===== src/rtl/step_pacer_pkg.sv =====
package step_pacer_pkg;
  typedef enum logic [1:0] {
    ST_IDLE     = 2'd0,
    ST_RUN      = 2'd1,
    ST_COPY     = 2'd2,
    ST_WAIT_ACK = 2'd3
  } seq_state_e;

  localparam logic [2:0] A_CTRL   = 3'd0;
  localparam logic [2:0] A_PERIOD = 3'd1;
  localparam logic [2:0] A_STATUS = 3'd2;
  localparam logic [2:0] A_ACK    = 3'd3;
  localparam logic [2:0] A_SKIP   = 3'd4;
endpackage


===== src/rtl/step_timer.sv =====
module step_timer #(
  parameter int PER_W = 16
) (
  input  logic             clk_i,
  input  logic             rst_ni,
  input  logic             en_i,
  input  logic [PER_W-1:0] period_i,
  output logic             tick_o
);
  logic [PER_W-1:0] cnt_q;
  logic             last;

  // >= so a period lowered mid-count wraps at once
  assign last   = (period_i <= PER_W'(1)) || (cnt_q >= period_i - PER_W'(1));
  assign tick_o = en_i && last;

  always_ff @(posedge clk_i or negedge rst_ni) begin
    if (!rst_ni)          cnt_q <= '0;
    else if (!en_i || last) cnt_q <= '0;
    else                  cnt_q <= cnt_q + PER_W'(1);
  end

  a_r1_tick_spacing: assert property (@(posedge clk_i) disable iff (!rst_ni)
    tick_o && period_i > PER_W'(1) && $stable(period_i) |=> !tick_o);
  a_r7_no_tick_disabled: assert property (@(posedge clk_i) disable iff (!rst_ni)
    !en_i |-> !tick_o);
endmodule


===== src/rtl/step_seq_fsm.sv =====
module step_seq_fsm
  import step_pacer_pkg::*;
#(
  parameter int N_WORDS = 8,
  parameter int CNT_W   = 16,
  localparam int AW     = (N_WORDS > 1) ? $clog2(N_WORDS) : 1
) (
  input  logic             clk_i,
  input  logic             rst_ni,
  input  logic             tick_i,
  input  logic             ack_i,
  input  logic             done_i,
  output logic             start_o,
  output seq_state_e       state_o,
  output logic             irq_o,
  output logic             we_o,
  output logic [AW-1:0]    waddr_o,
  output logic [CNT_W-1:0] skip_o,
  output logic             overrun_o
);
  localparam logic [AW-1:0]    LAST_IDX = AW'(N_WORDS - 1);
  localparam logic [CNT_W-1:0] SKIP_MAX = '1;

  seq_state_e       state_q;
  logic [AW-1:0]    idx_q;
  logic             start_q, ovr_q;
  logic [CNT_W-1:0] skip_q;

  always_ff @(posedge clk_i or negedge rst_ni) begin
    if (!rst_ni) begin
      state_q <= ST_IDLE;
      idx_q   <= '0;
      start_q <= 1'b0;
      skip_q  <= '0;
      ovr_q   <= 1'b0;
    end else begin
      start_q <= 1'b0;
      unique case (state_q)
        ST_IDLE: if (tick_i) begin
          state_q <= ST_RUN;
          start_q <= 1'b1;
        end
        ST_RUN: if (done_i) begin
          state_q <= ST_COPY;
          idx_q   <= '0;
        end
        ST_COPY: begin
          if (idx_q == LAST_IDX) state_q <= ST_WAIT_ACK;
          else                   idx_q   <= idx_q + AW'(1);
        end
        ST_WAIT_ACK: if (ack_i) state_q <= ST_IDLE;
        default: state_q <= ST_IDLE;
      endcase
      // tick coinciding with ack is still a skip: it saw a pending irq
      if (tick_i && state_q == ST_WAIT_ACK && skip_q != SKIP_MAX)
        skip_q <= skip_q + CNT_W'(1);
      if (tick_i && (state_q == ST_RUN || state_q == ST_COPY))
        ovr_q <= 1'b1;
    end
  end

  assign start_o   = start_q;
  assign state_o   = state_q;
  assign irq_o     = (state_q == ST_WAIT_ACK);
  assign we_o      = (state_q == ST_COPY);
  assign waddr_o   = idx_q;
  assign skip_o    = skip_q;
  assign overrun_o = ovr_q;

  a_r2_start_in_run: assert property (@(posedge clk_i) disable iff (!rst_ni)
    start_o |-> state_q == ST_RUN);
  a_r2_start_one_cycle: assert property (@(posedge clk_i) disable iff (!rst_ni)
    start_o |=> !start_o);
  a_r3_irq_after_last_word: assert property (@(posedge clk_i) disable iff (!rst_ni)
    $rose(irq_o) |-> $past(we_o) && $past(waddr_o) == LAST_IDX);
  a_r3_write_in_range: assert property (@(posedge clk_i) disable iff (!rst_ni)
    we_o |-> int'(waddr_o) < N_WORDS);
  a_r4_irq_held: assert property (@(posedge clk_i) disable iff (!rst_ni)
    irq_o && !ack_i |=> irq_o);
  a_r5_blocked_no_start: assert property (@(posedge clk_i) disable iff (!rst_ni)
    tick_i && irq_o |=> !start_o);
  a_r5_skip_monotonic: assert property (@(posedge clk_i) disable iff (!rst_ni)
    skip_q >= $past(skip_q));
  a_r6_overrun_sticky: assert property (@(posedge clk_i) disable iff (!rst_ni)
    overrun_o |=> overrun_o);
endmodule


===== src/rtl/step_result_buf.sv =====
module step_result_buf #(
  parameter int DATA_W  = 32,
  parameter int N_WORDS = 8,
  localparam int AW     = (N_WORDS > 1) ? $clog2(N_WORDS) : 1
) (
  input  logic              clk_i,
  input  logic              rst_ni,
  input  logic              we_i,
  input  logic [AW-1:0]     waddr_i,
  input  logic [DATA_W-1:0] wdata_i,
  input  logic [AW-1:0]     raddr_i,
  output logic [DATA_W-1:0] rdata_o
);
  logic [DATA_W-1:0] mem_q [N_WORDS];
  logic [DATA_W-1:0] rdata_q;

  always_ff @(posedge clk_i) begin
    if (we_i) mem_q[waddr_i] <= wdata_i;
  end

  always_ff @(posedge clk_i or negedge rst_ni) begin
    if (!rst_ni) rdata_q <= '0;
    else         rdata_q <= mem_q[raddr_i];
  end

  assign rdata_o = rdata_q;
endmodule


===== src/rtl/step_pacer.sv =====
module step_pacer
  import step_pacer_pkg::*;
#(
  parameter int DATA_W     = 32,
  parameter int N_WORDS    = 8,
  parameter int PER_W      = 16,
  parameter int CNT_W      = 16,
  parameter int DEF_PERIOD = 300,
  localparam int AW        = (N_WORDS > 1) ? $clog2(N_WORDS) : 1
) (
  input  logic                      clk_i,
  input  logic                      rst_ni,
  input  logic                      reg_we_i,
  input  logic [2:0]                reg_addr_i,
  input  logic [31:0]               reg_wdata_i,
  output logic [31:0]               reg_rdata_o,
  output logic                      eng_start_o,
  input  logic                      eng_done_i,
  input  logic [N_WORDS*DATA_W-1:0] eng_data_i,
  input  logic [AW-1:0]             buf_raddr_i,
  output logic [DATA_W-1:0]         buf_rdata_o,
  output logic                      irq_o
);
  logic             en_q;
  logic [PER_W-1:0] period_q;
  logic             tick, ack, we, ovr;
  logic [AW-1:0]    waddr;
  logic [CNT_W-1:0] skip;
  logic [DATA_W-1:0] wdata;
  seq_state_e       state;

  always_ff @(posedge clk_i or negedge rst_ni) begin
    if (!rst_ni) begin
      en_q     <= 1'b0;
      period_q <= PER_W'(DEF_PERIOD);
    end else if (reg_we_i) begin
      if (reg_addr_i == A_CTRL)   en_q     <= reg_wdata_i[0];
      if (reg_addr_i == A_PERIOD) period_q <= reg_wdata_i[PER_W-1:0];
    end
  end

  assign ack   = reg_we_i && (reg_addr_i == A_ACK);
  assign wdata = eng_data_i[int'(waddr)*DATA_W +: DATA_W];

  always_comb begin
    unique case (reg_addr_i)
      A_CTRL:   reg_rdata_o = {31'b0, en_q};
      A_PERIOD: reg_rdata_o = 32'(period_q);
      A_STATUS: reg_rdata_o = {28'b0, irq_o, ovr, 2'(state)};
      A_SKIP:   reg_rdata_o = 32'(skip);
      default:  reg_rdata_o = '0;
    endcase
  end

  step_timer #(.PER_W(PER_W)) u_timer (
    .clk_i, .rst_ni, .en_i(en_q), .period_i(period_q), .tick_o(tick)
  );

  step_seq_fsm #(.N_WORDS(N_WORDS), .CNT_W(CNT_W)) u_fsm (
    .clk_i, .rst_ni, .tick_i(tick), .ack_i(ack), .done_i(eng_done_i),
    .start_o(eng_start_o), .state_o(state), .irq_o(irq_o), .we_o(we),
    .waddr_o(waddr), .skip_o(skip), .overrun_o(ovr)
  );

  step_result_buf #(.DATA_W(DATA_W), .N_WORDS(N_WORDS)) u_buf (
    .clk_i, .rst_ni, .we_i(we), .waddr_i(waddr), .wdata_i(wdata),
    .raddr_i(buf_raddr_i), .rdata_o(buf_rdata_o)
  );

  a_r4_ack_ignored_idle: assert property (@(posedge clk_i) disable iff (!rst_ni)
    ack && state == ST_IDLE && !tick |=> state == ST_IDLE);
endmodule


===== config.mk =====
export PLATFORM = sky130hd
export DESIGN_NAME = step_pacer
export DESIGN_NICKNAME = d
export VERILOG_FILES = /design/src/rtl/step_pacer_pkg.sv /design/src/rtl/step_timer.sv /design/src/rtl/step_seq_fsm.sv /design/src/rtl/step_result_buf.sv /design/src/rtl/step_pacer.sv
export SDC_FILE = /design/constraint.sdc
export NUM_CORES = 1
export LEC_CHECK = 0
export CORE_ASPECT_RATIO = 0.8
export CORE_MARGIN = 5
export CORE_UTILIZATION = 51
export CTS_CLUSTER_SIZE = 28
export DETAILED_ROUTE_END_ITERATION = 16
export PLACE_DENSITY = 0.89
export SLEW_MARGIN = 20
export SYNTH_ARGS = -nofsm -noshare
export SYNTH_HDL_FRONTEND = slang
export SYNTH_SLANG_ARGS = --single-unit

===== constraint.sdc =====
create_clock -name clk_i -period 4.3 [get_ports clk_i]
set_input_delay 0.86 -clock clk_i [delete_from_list [all_inputs] [get_ports clk_i]]
set_output_delay 0.86 -clock clk_i [all_outputs]
set_load 0.01 [all_outputs]

==> flow_metrics.py, run 1 <==
metrics = {
    "critical_path": {
        "worstSetupPathType": "primary input to output pin",
        "critPathRequiredTime_ns": 3.44,
        "crit_path_start_kind": "primary input",
        "crit_path_end_kind": "output pin",
        "crit_path_max_incr_delay_ns": 0.62,
        "worst_ep_arrival_time_ns": 2.75,
        "crit_path_frequent_cell": "clkdlybuf4s50_1",
        "cp_slowest_cell": "clkdlybuf4s50_1",
        "cp_cell_sequence": "clkdlybuf4s50_1, nor2b_1, a22oi_1, o21ai_0, clkdlybuf4s50_1",
        "worstPathMaxFanout": 8,
    },
    "clock_network": {
        "cts_htree_levels": 1,
        "clock-sinks": 344,
        "post_cts_buffers": 0,
        "ctsRootBufferMaster": "clkbuf_16",
        "postCtsResizedCells": 0,
        "clock_latency_ns": 0.55,
        "clk_pin_slew_ns": 0.06,
        "cts_hold_buf": 0,
        "cts.path.max_buffers": 3,
        "cts-buffers-inserted": 31,
        "cts_tree": "done",
    },
    "final_layout": {
        "syn_to_final_growth_pct": 30.24,
        "multi_input_area_sq_um": 5931,
        "layout_commonest_cell": "clkdlybuf4s50_1",
        "drive_gt1_share_pct": 24.98,
        "nFillCells": 2052,
        "regArea_sq_um": 9903,
        "nNetsFinal": 1584,
        "final_area_sq_um": 20960,
        "final_cell_mix": "clkdlybuf4s50_1 (327), edfxtp_1 (256), mux4_2 (128)",
    },
    "place": {
        "dp_hpwl_um": 28590,
        "placed_area_sq_um": 19920,
        "portBuffers": 331,
        "gp_congestion": 0.8493,
    },
    "global_routing": {
        "grt_max_degree": 73,
        "grt_use_total_pct": 23.04,
        "antenna_found_initial": 2,
        "grt_pass1_wl_um": 62780,
        "grt_remaining_overflow": 0,
        "grt_pass1_vias": 10684,
    },
    "run": {
        "maxCapViolations": 0,
    },
    "floorplanning": {
        "coreArea_sq_um": 31280,
        "io_pins": 364,
        "fp.dieH_um": 168.9,
        "rows": 58,
        "start_util_pct": 51.46,
        "die_w_um": 208.6,
        "die_area_sq_um": 35240,
    },
    "routing": {
        "vias": 9897,
        "wl_per_cell_um": 24.20,
        "antenna_left": 0,
        "firstDrtPassIters": 5,
        "drt_wl_total_um": 41290,
        "drc": 0,
        "drt_iter0_markers": 752,
        "avgViaCountPerCell": 5.801,
    },
    "timing": {
        "rsz0062_at_grt": "no",
        "worst_pin_slew_ns": 1.064,
        "hold_ws_ns": 0.2813,
        "slew_headroom_pct": 29.07,
        "slew_violations": 0,
        "clock_skew_ns": 0.007540,
        "final_hold_viol_count": 0,
        "finalSetupViolCount": 0,
        "period_needed_ns": 3.612,
        "finalCritPeriodShare_pct": 84.00,
        "fmax_mhz": 276.9,
        "tns_ns": 0,
    },
    "yosys": {
        "synth_cell_types": 57,
        "synthCells": 921,
        "synth_seq_cells": 344,
        "yosysSeqAreaShare_pct": 61.47,
        "postSynthAreaPerCell_sq_um": 17.48,
        "synth_area_sq_um": 16100,
        "yosysWarnings": 0,
    },
    "pwr": {
        "powerDensity_nw_per_um2": 504.8,
        "peakVddDrop_v": 0.0003989,
        "total_leakage_power_nw": 7.277,
    },
    "run_status": {
        "status": "finished, final reports clean",
    },
    "worst_hold_path": {
        "holdCritPathClass": "primary input to asynchronous set/reset pin",
    },
}
==> worst paths after layout <==
path / from / to / slack (ns) / cells after the start
worst max-delay path: reg_addr_i[2] / reg_rdata_o[3] / 0.69 / 5
worst min-delay path: rst_ni / period_q[12]$_DFFE_PN0P_ / 0.28 / 1
worst max register to register: period_q[0]$_DFFE_PN0P_ / u_timer.cnt_q[4]$_DFF_PN0_ / 0.94 / 11
worst min register to register: u_fsm.overrun_o$_DFFE_PN0P_ / u_fsm.overrun_o$_DFFE_PN0P_ / 0.50 / 1
max in group asynchronous: rst_ni / u_buf.rdata_o[17]$_DFF_PN0_ / 3.18 / 2
min in group clk_i: u_fsm.overrun_o$_DFFE_PN0P_ / u_fsm.overrun_o$_DFFE_PN0P_ / 0.50 / 1
==> stage by stage <==
stage          util, %  setup WS, ns  instances  power [mW]
2_1_floorplan        -        0.5417        936       6.723
3_3_place_gp     63.70        0.7933       1647       7.682
3_5_place_dp     63.70        0.7566       1647       7.845
4_1_cts          67.02        0.7535       1705       10.63
5_1_grt          67.03        0.6094       1706       11.03
6_report         67.03        0.6882       1706       10.58
==> flip-flops by register name (all words and copies together) (netlist names) <==
register,cells
u_buf.rdata_o,32
u_fsm.start_o,1
u_buf.mem_q,256
en_q,1
u_fsm.overrun_o,1
period_q,16
u_fsm.skip_o,16
u_timer.cnt_q,16
u_fsm.waddr_o,3
u_fsm.state_o,2
==> logic make-up after synthesis <==
kind of cell,synth area share (%)
AOI/OAI and AO/OA,3.513
xor gates and xnor gates,2.231
adders and majority gates,2.021
buffers and inverters,2.379
DFF,61.47
muxes,23.57
other,0.02330
and+or+nand+nor,4.796
==> per-layer routing <==
| layer | up-vias | wire length (um) | GRT usage, % |
|---|---|---|---|
| li1 | 4350 | - | - |
| met1 | 5117 | 16430 | 30.27 |
| met2 | 373 | 21470 | 40.66 |
| met3 | 57 | 2342 | 4.095 |
| met4 | 0 | 1041 | 5.502 |
| met5 | - | 0 | 0 |
==> synthesized netlist by cell type, drive strengths merged <==
library cell | instances | area share, %
a22oi | 15 | 0.70
nand4b | 1 | 0.054
nand2b | 7 | 0.27
dfstp | 4 | 0.65
mux2i | 1 | 0.062
buf | 37 | 1.4
xor2 | 23 | 1.3
a221oi | 1 | 0.054
a311oi | 1 | 0.054
o211ai | 1 | 0.047
a2111oi | 7 | 0.65
and3 | 5 | 0.19
o21ai | 10 | 0.31
edfxtp | 256 | 48
a21o | 3 | 0.14
conb | 1 | 0.023
mux2 | 80 | 5.6
nand2 | 31 | 0.74
clkbuf | 29 | 0.69
o21bai | 1 | 0.047
and2 | 2 | 0.093
xnor2 | 18 | 0.98
a31oi | 1 | 0.039
nor4 | 6 | 0.46
nor2 | 55 | 1.3
nor2b | 5 | 0.19
a22o | 5 | 0.27
or2 | 2 | 0.078
a21oi | 13 | 0.40
ha | 26 | 2.0
mux4 | 128 | 18
a211oi | 6 | 0.48
a41oi | 1 | 0.054
nand3 | 16 | 0.53
clkinv | 1 | 0.023
dfrtp | 84 | 13
and4 | 4 | 0.25
nor3 | 11 | 0.34
nand4 | 8 | 0.31
a2bb2oi | 1 | 0.093
o31a | 2 | 0.11
a211o | 1 | 0.054
inv | 11 | 0.26
==> power by group <==
group	switching (mW)	total, mW	internal (mW)	leakage [nW]
Clock	1.18	2.78	1.59	0.513
Sequential	0.462	5.00	4.54	3.41
Combinational	1.38	2.80	1.42	3.35
Total	3.02	10.6	7.56	7.28
==> critical path, delay by kind of cell <==
family | cells | cell delay [ns]
and+or+nand+nor | 1 | 0.25
buffers and inverters | 2 | 1.23
AOI/OAI and AO/OA | 2 | 0.41
==> final cells by class <==
class / instances / area share, %
sequential: 344 / 47.24
multi-input combinational: 514 / 28.29
timing repair buffer: 357 / 16.78
clock buffer: 40 / 4.100
tap: 420 / 2.507
clock inverter: 18 / 0.8535
inverter: 12 / 0.2149
antenna: 1 / 0.01194
Power figures use the tool's default switching activity.
==> run 2: changes to the inputs <==
CORE_UTILIZATION = 46   (was 51)
PLACE_DENSITY = 0.85   (was 0.89)
clock period = 2.95 ns   (was 4.3 ns; I/O delays follow)
==> run 2 against run 1 <==
  * The run now ends with negative setup slack left
  * Clock skew rose by 0.012 ns
  * Final area up 4.8%
  * Total power increased by 52%
  * Critical path depth increased by 10
  * Setup slack got worse by 0.83 ns
  * Combinational power increased by 67%
  * Count of clock-buffer cells in the layout rose by 8
  * Utilization is 3.6 points lower
  * Register-to-register slack worse by 1.1 ns
  * First-iteration DRC count increased by 8.0%
==> flow_metrics.py, run 2 (synthesized netlist as in run 1, its figures left out) <==
metrics = {
    "critical_path": {
        "cpLargestDelayFamily": "simple AND/OR/NAND/NOR gates",
        "crit_path_max_incr_delay_ns": 0.39,
        "worst_ep_arrival_time_ns": 3.49,
        "cp_slowest_cell": "dfstp_2",
        "cp_cell_sequence": "nor2_1, buf_4, nand2_1, nor3_1, xnor2_1, ha_1, and4_1, nand2_1, nor2_2, a2bb2oi_4, buf_12, buf_4, buf_6, and2_4, a211o_1",
        "worstPathMaxFanout": 8,
        "worstSetupPathType": "flop to flop",
        "worst-path-buf-inv": 4,
        "crit_path_start_kind": "flop",
        "critPathRequiredTime_ns": 3.35,
        "crit_path_end_kind": "flop",
    },
    "timing": {
        "fmax_mhz": 323.3,
        "worst_pin_slew_ns": 0.6717,
        "finalCritPeriodShare_pct": 104.8,
        "finalSetupViolCount": 20,
        "fin_ws_ns": -0.1429,
        "final_hold_viol_count": 0,
        "period_needed_ns": 3.093,
        "slew_headroom_pct": 55.22,
        "slew_violations": 0,
        "clock_skew_ns": 0.01939,
        "rsz0062_at_grt": "yes",
        "hold_ws_ns": 0.1053,
    },
    "final_layout": {
        "largest-register": "u_buf.mem_q",
        "nFillCells": 2471,
        "layout_commonest_cell": "clkdlybuf4s50_1",
        "syn_to_final_growth_pct": 36.47,
        "largest_reg_flops": 256,
        "nNetsFinal": 1636,
        "drive_gt1_share_pct": 30.32,
        "num_antenna_cells": 0,
        "final_cell_mix": "clkdlybuf4s50_1 (324), edfxtp_1 (256), mux4_2 (128)",
    },
    "clock_network": {
        "clock_latency_ns": 0.52,
        "cts_htree_levels": 2,
        "clk_pin_slew_ns": 0.06,
        "cts_tree": "done",
        "cts_hold_buf": 0,
        "ctsRootBufferMaster": "clkbuf_16",
        "cts-buffers-inserted": 36,
        "cts.path.max_buffers": 3,
        "clock-sinks": 344,
    },
    "routing": {
        "antenna_left": 0,
        "avgViaCountPerCell": 5.590,
        "drc": 0,
        "drt_wl_total_um": 42200,
        "wl_per_cell_um": 23.30,
        "vias": 10123,
        "drt_iter0_markers": 812,
        "firstDrtPassIters": 5,
    },
    "floorplanning": {
        "rows": 61,
        "die_area_sq_um": 38860,
        "die_w_um": 219.1,
        "io_pins": 364,
        "fp.dieH_um": 177.3,
        "start_util_pct": 46.45,
        "coreArea_sq_um": 34650,
    },
    "global_routing": {
        "antenna_found_initial": 0,
        "grt_use_total_pct": 21.30,
        "grt_max_degree": 65,
        "grt_remaining_overflow": 0,
        "grt_pass1_vias": 10991,
        "grt_pass1_wl_um": 63110,
    },
    "place": {
        "gp_congestion": 0.9260,
        "dp_hpwl_um": 28970,
        "portBuffers": 331,
        "dp_slack_ns": -0.1828,
    },
    "run_status": {
        "violations": "negative setup slack",
        "status": "complete, but fails checks",
    },
    "run": {
        "maxCapViolations": 0,
    },
    "pwr": {
        "total_leakage_power_nw": 7.668,
        "powerDensity_nw_per_um2": 731.0,
        "peakVddDrop_v": 0.0004747,
    },
    "worst_hold_path": {
        "holdCritPathClass": "primary input to asynchronous set/reset pin",
    },
}
==> run 2: changes by cell type in the layout (fill, tap and decap cells not counted), sizes merged <==
cell	change
dlymetal6s2s	+2
diode	-1
dlygate4sd2	+1
clkinvlp	-2
clkdlybuf4s50	-3
buf	+45
inv	-1
clkinv	+3
clkbuf	+10
bufinv	-1
==> run 2: timing repair <==
action / in CTS / in global routing
setup buffers: 3 / 14
pin swaps: 9 / 30
setup endpoints to repair: 36 / 43
resized for setup: 28 / 47
gates cloned: 0 / 2
==> run 2: path summary, 6_finish.rpt <==
check | startpoint | end | slack (ns) | depth (start not counted)
min | rst_ni | u_buf.rdata_o[24]$_DFF_PN0_ | 0.11 | 1
max | period_q[3]$_DFFE_PN1P_ | u_fsm.skip_o[7]$_DFFE_PN0P_ | -0.14 | 15
max in group asynchronous | rst_ni | period_q[8]$_DFFE_PN1P_ | 2.07 | 2
max reg2reg | period_q[3]$_DFFE_PN1P_ | u_fsm.skip_o[7]$_DFFE_PN0P_ | -0.14 | 15
min in group clk_i | u_fsm.overrun_o$_DFFE_PN0P_ | u_fsm.overrun_o$_DFFE_PN0P_ | 0.49 | 1
min reg2reg | u_fsm.overrun_o$_DFFE_PN0P_ | u_fsm.overrun_o$_DFFE_PN0P_ | 0.49 | 1
==> run 2: power by group <==
group / leakage, nW / internal [mW] / switching (mW)
Sequential: 3.41 / 6.63 / 0.415
Combinational: 3.70 / 2.28 / 2.39
Clock: 0.557 / 2.54 / 1.80
==> run 2: area by class of cell <==
class                           instances  area [sq um]  share of cell area (%)
Sequential cell                       344          9903                   45.08
Multi-Input combinational cell        514          6230                   28.36
Timing Repair Buffer                  404          4056                   18.47
Clock buffer                           48         988.4                   4.500
Tap cell                              472         590.6                   2.688
Clock inverter                         17         148.9                  0.6778
Inverter                               12         50.05                  0.2278
==> run 2: metrics by stage <==
stage          std cells  TNS (ns)  area (sq um)  power, mW  util [%]
3_5_place_dp        1731    -2.753         20330      11.67     58.66
2_1_floorplan        936    -61.01         16180      9.809         -
4_1_cts             1798         0         21670      16.11     62.53
5_1_grt             1811    -3.586         21970      16.79     63.40
6_report            1811    -1.101         21970      16.06     63.40
3_3_place_gp        1731  -0.03724         20330      11.45     58.66
==> run 2: metal layers <==
metal	global-route usage (%)	wire length [um]	vias up	part of all wire, %
met5	0	0	-	0
met4	4.290	633	0	1.5
met3	4.537	3068	42	7.3
met2	38.28	22310	431	53
met1	26.95	16180	5194	38
li1	-	-	4456	-
==> run 3: changes to the inputs <==
CAP_MARGIN = 30   (was not set)
==> results of run 3 <==
The final DEF is identical to that of run 2; final timing and power are the same.
